--- config.mk ---
export PLATFORM = sky130hd
export DESIGN_NAME = chan_err_status
export DESIGN_NICKNAME = d
export VERILOG_FILES = /design/src/rtl/sces_pkg.sv /design/src/rtl/sces_cfg.sv /design/src/rtl/sces_chan.sv /design/src/rtl/sces_irq.sv /design/src/rtl/chan_err_status.sv
export SDC_FILE = /design/constraint.sdc
export NUM_CORES = 1
export LEC_CHECK = 0
export BUFFER_PORTS_ARGS = -buffer_cell sky130_fd_sc_hd__buf_2
export CAP_MARGIN = 30
export CORE_UTILIZATION = 60
export DETAILED_ROUTE_END_ITERATION = 10
export GPL_TIMING_DRIVEN = 1
export HOLD_SLACK_MARGIN = 0.05
export PLACE_DENSITY_LB_ADDON = 0.05
export SYNTH_ARGS = -nofsm -noshare
export SYNTH_HDL_FRONTEND = slang
export SYNTH_SLANG_ARGS = --single-unit
--- constraint.sdc ---
create_clock -name clk -period 4.2 [get_ports clk]
set_clock_uncertainty 0.2 [all_clocks]
set_input_delay 0.84 -clock clk [delete_from_list [all_inputs] [get_ports clk]]
set_output_delay 0.84 -clock clk [all_outputs]
set_load 0.03 [all_outputs]
--- src/rtl/sces_pkg.sv ---
package sces_pkg;
    localparam int SW     = 8;
    localparam int KIND_W = 3;
    localparam int NKIND  = 6;

    typedef enum logic [KIND_W-1:0] {
        K_CTL_TX = 3'd0,
        K_CTL_RX = 3'd1,
        K_ASY_TX = 3'd2,
        K_ASY_RX = 3'd3,
        K_SYNC   = 3'd4,
        K_ISO    = 3'd5
    } kind_e;

    localparam logic [SW-1:0] PKT_HALT  = 8'h14;  // bits 4 and 2
    localparam logic [SW-1:0] SYNC_HALT = 8'h08;  // bit 3
    localparam logic [SW-1:0] ISO_HALT  = 8'h06;  // bits 2:1

    function automatic logic [SW-1:0] rd_halt_mask(logic [KIND_W-1:0] k);
        logic [SW-1:0] m;
        case (k)
            K_CTL_TX, K_CTL_RX, K_ASY_TX, K_ASY_RX: m = PKT_HALT;
            default:                                m = '0;
        endcase
        return m;
    endfunction

    function automatic logic [SW-1:0] wr_halt_mask(logic [KIND_W-1:0] k);
        logic [SW-1:0] m;
        case (k)
            K_CTL_TX, K_CTL_RX, K_ASY_TX, K_ASY_RX: m = PKT_HALT;
            K_SYNC:                                 m = SYNC_HALT;
            K_ISO:                                  m = ISO_HALT;
            default:                                m = '0;
        endcase
        return m;
    endfunction
endpackage

--- src/rtl/sces_cfg.sv ---
module sces_cfg
    import sces_pkg::*;
#(
    parameter int NCH  = 8,
    parameter int CH_W = $clog2(NCH)
) (
    input  logic                          clk,
    input  logic                          rst_n,
    input  logic                          cfg_we,
    input  logic [CH_W-1:0]               cfg_ch,
    input  logic [KIND_W-1:0]             cfg_kind,
    input  logic                          ien_we,
    input  logic [NKIND-1:0]              ien_wdata,
    output logic [NCH-1:0][KIND_W-1:0]    kind,
    output logic [NKIND-1:0]              ien
);
    typedef struct packed {
        logic [NCH-1:0][KIND_W-1:0] kind;
        logic [NKIND-1:0]           ien;
    } cfg_t;

    cfg_t cfg_d, cfg_q;

    always_comb begin
        cfg_d = cfg_q;
        for (int c = 0; c < NCH; c++) begin
            if (cfg_we && cfg_ch == CH_W'(c)) begin
                cfg_d.kind[c] = cfg_kind;
            end
        end
        if (ien_we) begin
            cfg_d.ien = ien_wdata;
        end
    end

    always_ff @(posedge clk or negedge rst_n) begin
        if (!rst_n) begin
            cfg_q <= '0;
        end else begin
            cfg_q <= cfg_d;
        end
    end

    assign kind = cfg_q.kind;
    assign ien  = cfg_q.ien;
endmodule

--- src/rtl/sces_chan.sv ---
module sces_chan
    import sces_pkg::*;
(
    input  logic              clk,
    input  logic              rst_n,
    input  logic [KIND_W-1:0] kind,
    input  logic              ev_hit,
    input  logic [SW-1:0]     ev_rset,
    input  logic [SW-1:0]     ev_wset,
    input  logic              sw_hit,
    input  logic [SW-1:0]     sw_rmask,
    input  logic [SW-1:0]     sw_wmask,
    input  logic              cs_we,
    input  logic              cs_keep,
    output logic [SW-1:0]     rsts,
    output logic [SW-1:0]     wsts,
    output logic              stat,
    output logic              halt
);
    typedef struct packed {
        logic [SW-1:0] rsts;
        logic [SW-1:0] wsts;
        logic          stat;
    } chan_t;

    chan_t st_d, st_q;

    always_comb begin
        st_d = st_q;
        // write-zero-to-clear first, so a same-cycle event wins
        if (sw_hit) begin
            st_d.rsts = st_d.rsts & sw_rmask;
            st_d.wsts = st_d.wsts & sw_wmask;
        end
        if (cs_we) begin
            st_d.stat = st_d.stat & cs_keep;
        end
        if (ev_hit) begin
            st_d.rsts = st_d.rsts | ev_rset;
            st_d.wsts = st_d.wsts | ev_wset;
            st_d.stat = 1'b1;
        end
    end

    always_ff @(posedge clk or negedge rst_n) begin
        if (!rst_n) begin
            st_q <= '0;
        end else begin
            st_q <= st_d;
        end
    end

    assign rsts = st_q.rsts;
    assign wsts = st_q.wsts;
    assign stat = st_q.stat;
    assign halt = (|(st_q.rsts & rd_halt_mask(kind))) |
                  (|(st_q.wsts & wr_halt_mask(kind)));
endmodule

--- src/rtl/sces_irq.sv ---
module sces_irq
    import sces_pkg::*;
#(
    parameter int NCH = 8
) (
    input  logic [NCH-1:0]              stat,
    input  logic [NCH-1:0][KIND_W-1:0]  kind,
    input  logic [NKIND-1:0]            ien,
    output logic                        irq
);
    logic [NCH-1:0] armed;

    always_comb begin
        for (int c = 0; c < NCH; c++) begin
            armed[c] = 1'b0;
            for (int k = 0; k < NKIND; k++) begin
                if (kind[c] == KIND_W'(k)) begin
                    armed[c] = ien[k];
                end
            end
        end
    end

    assign irq = |(stat & armed);
endmodule

--- src/rtl/chan_err_status.sv ---
module chan_err_status
    import sces_pkg::*;
#(
    parameter int NCH  = 8,
    parameter int CH_W = $clog2(NCH)
) (
    input  logic                 clk,
    input  logic                 rst_n,
    input  logic                 cfg_we,
    input  logic [CH_W-1:0]      cfg_ch,
    input  logic [KIND_W-1:0]    cfg_kind,
    input  logic                 ien_we,
    input  logic [NKIND-1:0]     ien_wdata,
    input  logic                 ev_valid,
    input  logic [CH_W-1:0]      ev_ch,
    input  logic [SW-1:0]        ev_rset,
    input  logic [SW-1:0]        ev_wset,
    input  logic                 cs_we,
    input  logic [NCH-1:0]       cs_wdata,
    input  logic                 sw_we,
    input  logic [CH_W-1:0]      sw_ch,
    input  logic [SW-1:0]        sw_rmask,
    input  logic [SW-1:0]        sw_wmask,
    input  logic [CH_W-1:0]      rd_ch,
    output logic [SW-1:0]        rd_rsts,
    output logic [SW-1:0]        rd_wsts,
    output logic [KIND_W-1:0]    rd_kind,
    output logic [NCH-1:0]       ch_status,
    output logic [NCH-1:0]       halted,
    output logic                 irq
);
    logic [NCH-1:0][KIND_W-1:0] kind;
    logic [NKIND-1:0]           ien;
    logic [NCH-1:0][SW-1:0]     rsts_all;
    logic [NCH-1:0][SW-1:0]     wsts_all;

    sces_cfg #(.NCH(NCH), .CH_W(CH_W)) u_cfg (
        .clk       (clk),
        .rst_n     (rst_n),
        .cfg_we    (cfg_we),
        .cfg_ch    (cfg_ch),
        .cfg_kind  (cfg_kind),
        .ien_we    (ien_we),
        .ien_wdata (ien_wdata),
        .kind      (kind),
        .ien       (ien)
    );

    for (genvar c = 0; c < NCH; c++) begin : g_chan
        sces_chan u_chan (
            .clk      (clk),
            .rst_n    (rst_n),
            .kind     (kind[c]),
            .ev_hit   (ev_valid && ev_ch == CH_W'(c)),
            .ev_rset  (ev_rset),
            .ev_wset  (ev_wset),
            .sw_hit   (sw_we && sw_ch == CH_W'(c)),
            .sw_rmask (sw_rmask),
            .sw_wmask (sw_wmask),
            .cs_we    (cs_we),
            .cs_keep  (cs_wdata[c]),
            .rsts     (rsts_all[c]),
            .wsts     (wsts_all[c]),
            .stat     (ch_status[c]),
            .halt     (halted[c])
        );
    end

    sces_irq #(.NCH(NCH)) u_irq (
        .stat (ch_status),
        .kind (kind),
        .ien  (ien),
        .irq  (irq)
    );

    always_comb begin
        rd_rsts = '0;
        rd_wsts = '0;
        rd_kind = '0;
        for (int c = 0; c < NCH; c++) begin
            if (rd_ch == CH_W'(c)) begin
                rd_rsts = rsts_all[c];
                rd_wsts = wsts_all[c];
                rd_kind = kind[c];
            end
        end
    end
endmodule

# Word level (Yosys, flattened, before mapping)
# Cells that the tools add are included.
# totals
register_bits	166
input_bits	68
word_cells	347
# classes
n_eq_ne	68
n_mux	112
bitwise_logic	65
reduce_logical	69
# ops
op	n
AND 8 bit	17
two-way mux 17 bit	8
OR reduction 8 bit	17
AND 8 x 5 -> 8 bit	16
two-way mux 16 bit	8
two-way mux 8 bit	16
OR 8 bit	16
one-hot mux 5 bit (3 select lines)	8
== test 3 bit (second input constant)	32
== test 3 x 2 -> 1 bit (second input constant)	24
two-way mux 1 bit	56
two-way mux 5 bit	8
== test 3 x 1 -> 1 bit (second input constant)	12
zero test 3 bit	12
OR reduction 4 bit	8
logical AND 1 bit	24
two-way mux 3 bit	8
nonzero test 2 bit	8
AND 1 bit	8
OR 1 bit	8

# Longest topological paths before layout
# depth
depth_word	9
mapped_depth	7
mapped_depth_nobuf	4

# Modules after synthesis
# A second synthesis with hierarchy kept.
# hier_totals
hier_cells	852
area_unflattened_um2	9237.6
# modules_own_cells
module	n_inst	cells_each	area_per_inst_um2
sces_chan	8	59	726.9
chan_err_status	1	253	1686.6
sces_cfg	1	69	1231.2
sces_irq	1	58	504.2

# Worst setup path after synthesis
# Ideal clock, no wire load.
# synth_path
kind	in2out
start	in rd_ch[1]
end	out rd_rsts[5]
t_arrival_ns	2.276
required_ns	3.160
setup_slack_ns	0.884
cell_stages	6
path_cell_list	buf_2 -> buf_2 -> or3b_1 -> a21oi_1 -> a21oi_1 -> a22oi_1
# synth_between
elab_chain_cells	9
# synth_rtl
element	line_no	source
start, declared	chan_err_status.sv:24	input logic [CH_W-1:0] rd_ch,
zero test 3 bit	chan_err_status.sv:81	if (rd_ch == CH_W'(c)) begin
two-way mux 8 bit (7 in series)	chan_err_status.sv:81	
two-way mux 8 bit *	chan_err_status.sv:81	
end, declared	chan_err_status.sv:25	output logic [SW-1:0] rd_rsts,
# Mark *: on every way between the ends. The rest lies on a longest branch, timed or not.

# Final worst setup path
# layout_path
start	in rd_ch[0]
end	out rd_kind[2]
# layout_between
elab_chain_cells	9
# layout_rtl
element	line_no	source
zero test 3 bit	chan_err_status.sv:81	
two-way mux 3 bit (7 in series)	chan_err_status.sv:81	
two-way mux 3 bit *	chan_err_status.sv:81	
end, declared	chan_err_status.sv:27	output logic [KIND_W-1:0] rd_kind,
# Marks and branches as above.

==> flow_metrics.env <==
export IMPL_setup_viol=0
export IMPL_p_leak_nw=4.54
export IMPL_start_util=0.623
export IMPL_setup_tns_ns=0
export IMPL_multiInputGateArea_um2=4150
export IMPL_ctsResizeCount=0
export IMPL_dp_slack_ns=0.635
export IMPL_num_rows=43
export IMPL_ys_types=42
export IMPL_antenna_found_initial=0
export IMPL_max_clock_freq_ghz=0.278
export IMPL_cp_start_kind="input pin"
export IMPL_register_area_um2=4150
export IMPL_die_h_um=123
export IMPL_via_count=7871
export IMPL_grt_pass1_vias=7501
export IMPL_syn_avg_cell_area_um2=8.92
export IMPL_worstPathRequired_ns=3.16
export IMPL_grt_pass1_wl_um=42100
export IMPL_max_cap_viol_count=0
export IMPL_numCtsBuffers=17
export IMPL_detail_route_iter0_violations=874
export IMPL_coreArea_um2=14000
export IMPL_hold_path_class="input pin to asynchronous set/reset pin"
export IMPL_ant_nets=0
export IMPL_cp_max_fo=22
export IMPL_rsz0062_at_grt="no"
export IMPL_ir_worst_vdd_uv=321
export IMPL_grt_ovfl_total=0
export IMPL_die_area_um2=15100
export IMPL_clockRootBuffer="clkbuf_16"
export IMPL_p_total_w=0.00516
export IMPL_vias_per_cell=6.38
export IMPL_ys_ff_latch=166
export IMPL_fin_crit_sh=0.856
export IMPL_drt_first_pass_iters=6
export IMPL_finalMaxSlewViolations=0
export IMPL_route_detailed_drc=0
export IMPL_grt_max_degree=92
export IMPL_htreeDepth=4
export IMPL_final_core_util=0.703
export IMPL_cts_buffer_depth=2
export IMPL_final_nets=1108
export IMPL_cts_tree="yes"
export IMPL_hpwl_um=17500
export IMPL_synth_warnings=0
export IMPL_synthToLayoutAreaGrowth_pct=12.9
export IMPL_place_gp_congestion=0.968
export IMPL_netlist_instances=981
export IMPL_hold_slack_ns=0.297
export IMPL_slew_headroom=0.266
export IMPL_status="completed"
export IMPL_min_period_ns=3.59
export IMPL_worst_slack_ns=0.606
export IMPL_die_w_um=123
export IMPL_syn_area_um2=8750
export IMPL_num_io_pins=104
export IMPL_crit_arrival_ns=2.55
export IMPL_clk_pin_slew_ns=0.07
export IMPL_tightest_slew_ns=1.10
export IMPL_finalWirelength_um=27100
export IMPL_yosysSeqAreaShare=0.475
export IMPL_drive_above_1_share=0.193
export IMPL_hold_viol_final=0
export IMPL_clkLatencyLatePin_ns=0.42
export IMPL_powerDensity_nw_per_um2=523
export IMPL_end_kind="output pin"
export IMPL_ctsHoldBuffers=0
export IMPL_crit_type="input pin to output pin"
export IMPL_syn_num_nets=1049
export IMPL_post_cts_buffers=0
export IMPL_clock_sinks=166
export IMPL_wl_per_cell_um=22.0
export IMPL_grt_total_usage=0.379
export IMPL_io_buffers=103
export IMPL_fillers=1089
export IMPL_antenna_cells=0
layer usage:
| metal | global-route usage | wire length (µm) |
|---|---|---|
| met5 | 0 | 0 |
| met4 | 0.115 | 555 |
| met3 | 0.0999 | 3030 |
| met2 | 0.566 | 12100 |
| met1 | 0.540 | 11400 |
kinds of logic (layout without fill, tap and decap cells):
| family | after synthesis | in the layout | synth area share |
|---|---|---|---|
| flip-flops | 166 | 166 | 0.475 |
| AND/OR/NAND/NOR | 394 | 394 | 0.191 |
| AO/OA/AOI/OAI | 244 | 244 | 0.168 |
| buffers and inverters | 86 | 158 | 0.0511 |
| multiplexers | 91 | 91 | 0.115 |
worst max-delay path, stage by stage:
cell	delay [ns]
buf_2	0.32
buf_4	0.36
mux4_2	0.54
mux2_2	0.28
buf_2	0.18
synthesized netlist by cell type:
cell | n | area [µm²]
a211oi_1 | 7 | 52.6
a21oi_1 | 8 | 40.0
a221o_1 | 13 | 130
a22o_1 | 16 | 140
a22oi_1 | 5 | 37.5
a2bb2oi_1 | 13 | 114
and2_1 | 1 | 6.26
and3b_1 | 1 | 8.76
buf_1 | 4 | 15.0
buf_2 | 11 | 55.1
buf_4 | 17 | 128
buf_6 | 4 | 45.0
clkbuf_1 | 35 | 131
clkbuf_2 | 13 | 65.1
dfrtp_1 | 166 | 4150
inv_1 | 2 | 7.51
mux2_2 | 36 | 405
mux2i_1 | 51 | 510
mux4_2 | 4 | 90.1
nand2_1 | 293 | 1100
nand2b_1 | 8 | 50.1
nand3_1 | 4 | 20.0
nand3b_1 | 7 | 52.6
nand4_1 | 3 | 18.8
nand4b_1 | 3 | 26.3
nor2_1 | 42 | 158
nor2b_1 | 6 | 37.5
nor2b_2 | 1 | 8.76
nor3_1 | 2 | 10.0
nor3_2 | 2 | 20.0
nor3b_1 | 2 | 15.0
nor4_1 | 10 | 62.6
nor4b_1 | 1 | 8.76
nor4bb_1 | 1 | 10.0
o21ai_0 | 170 | 851
o22ai_1 | 1 | 6.26
o2bb2ai_1 | 2 | 17.5
o31ai_1 | 1 | 7.51
o32ai_1 | 8 | 70.1
or3b_1 | 2 | 17.5
or3b_2 | 4 | 35.0
or4_1 | 1 | 7.51
worst paths after layout:
| check | start | end | slack (ns) | cells after the start |
|---|---|---|---|---|
| worst max-delay path | rd_ch[0] | rd_kind[2] | 0.61 | 5 |
| worst min-delay path | rst_n | u_cfg.kind[20] | 0.30 | 1 |
| worst max register to register | u_cfg.kind[15] | u_cfg.kind[15] | 2.99 | 1 |
| worst min register to register | g_chan[0].u_chan.rsts[5] | g_chan[0].u_chan.rsts[5] | 0.30 | 2 |
| max in group asynchronous | rst_n | g_chan[3].u_chan.rsts[3] | 2.63 | 2 |
| min in group clk | g_chan[0].u_chan.rsts[5] | g_chan[0].u_chan.rsts[5] | 0.30 | 2 |
flip-flops by register name, indices dropped and copies added, names as in the netlist:
name / cells
u_cfg.kind: 24
g_chan.u_chan.stat: 8
u_cfg.ien: 6
g_chan.u_chan.wsts: 64
g_chan.u_chan.rsts: 64
placed cells by master (no fill, tap or decap), types with 8 or more instances in the layout:
master     instances
a21oi_1            8
a221o_1           13
a22o_1            16
a2bb2oi_1         13
buf_2            102
buf_4             20
clkbuf_16         17
dfrtp_1          166
mux2_2            36
mux2i_1           51
nand2_1          293
nand2b_1           8
nor2_1            42
nor4_1            10
o21ai_0          170
o32ai_1            8
where the power goes:
group          switching, W  internal (W)  leakage, nW
clock              0.000654       0.00106        0.312
sequential         0.000360       0.00194         2.00
combinational      0.000671      0.000481         2.23
total               0.00168       0.00348         4.54
area by class of cell:
cell class	count	share of cell area
flip-flops and latches	166	0.421
clock inverters	11	0.0172
inverters	2	0.000760
multi-input cells	729	0.420
well taps	180	0.0228
clock buffers	21	0.0487
repair buffers	124	0.0701
stage by stage:
step	cell area, µm²	cells
5_1_grt	9870	1233
2_1_floorplan	8750	981
6_report	9870	1233
3_5_place_dp	9220	1201
4_1_cts	9870	1233
3_3_place_gp	9220	1201
(Power assumes the default switching activity.)
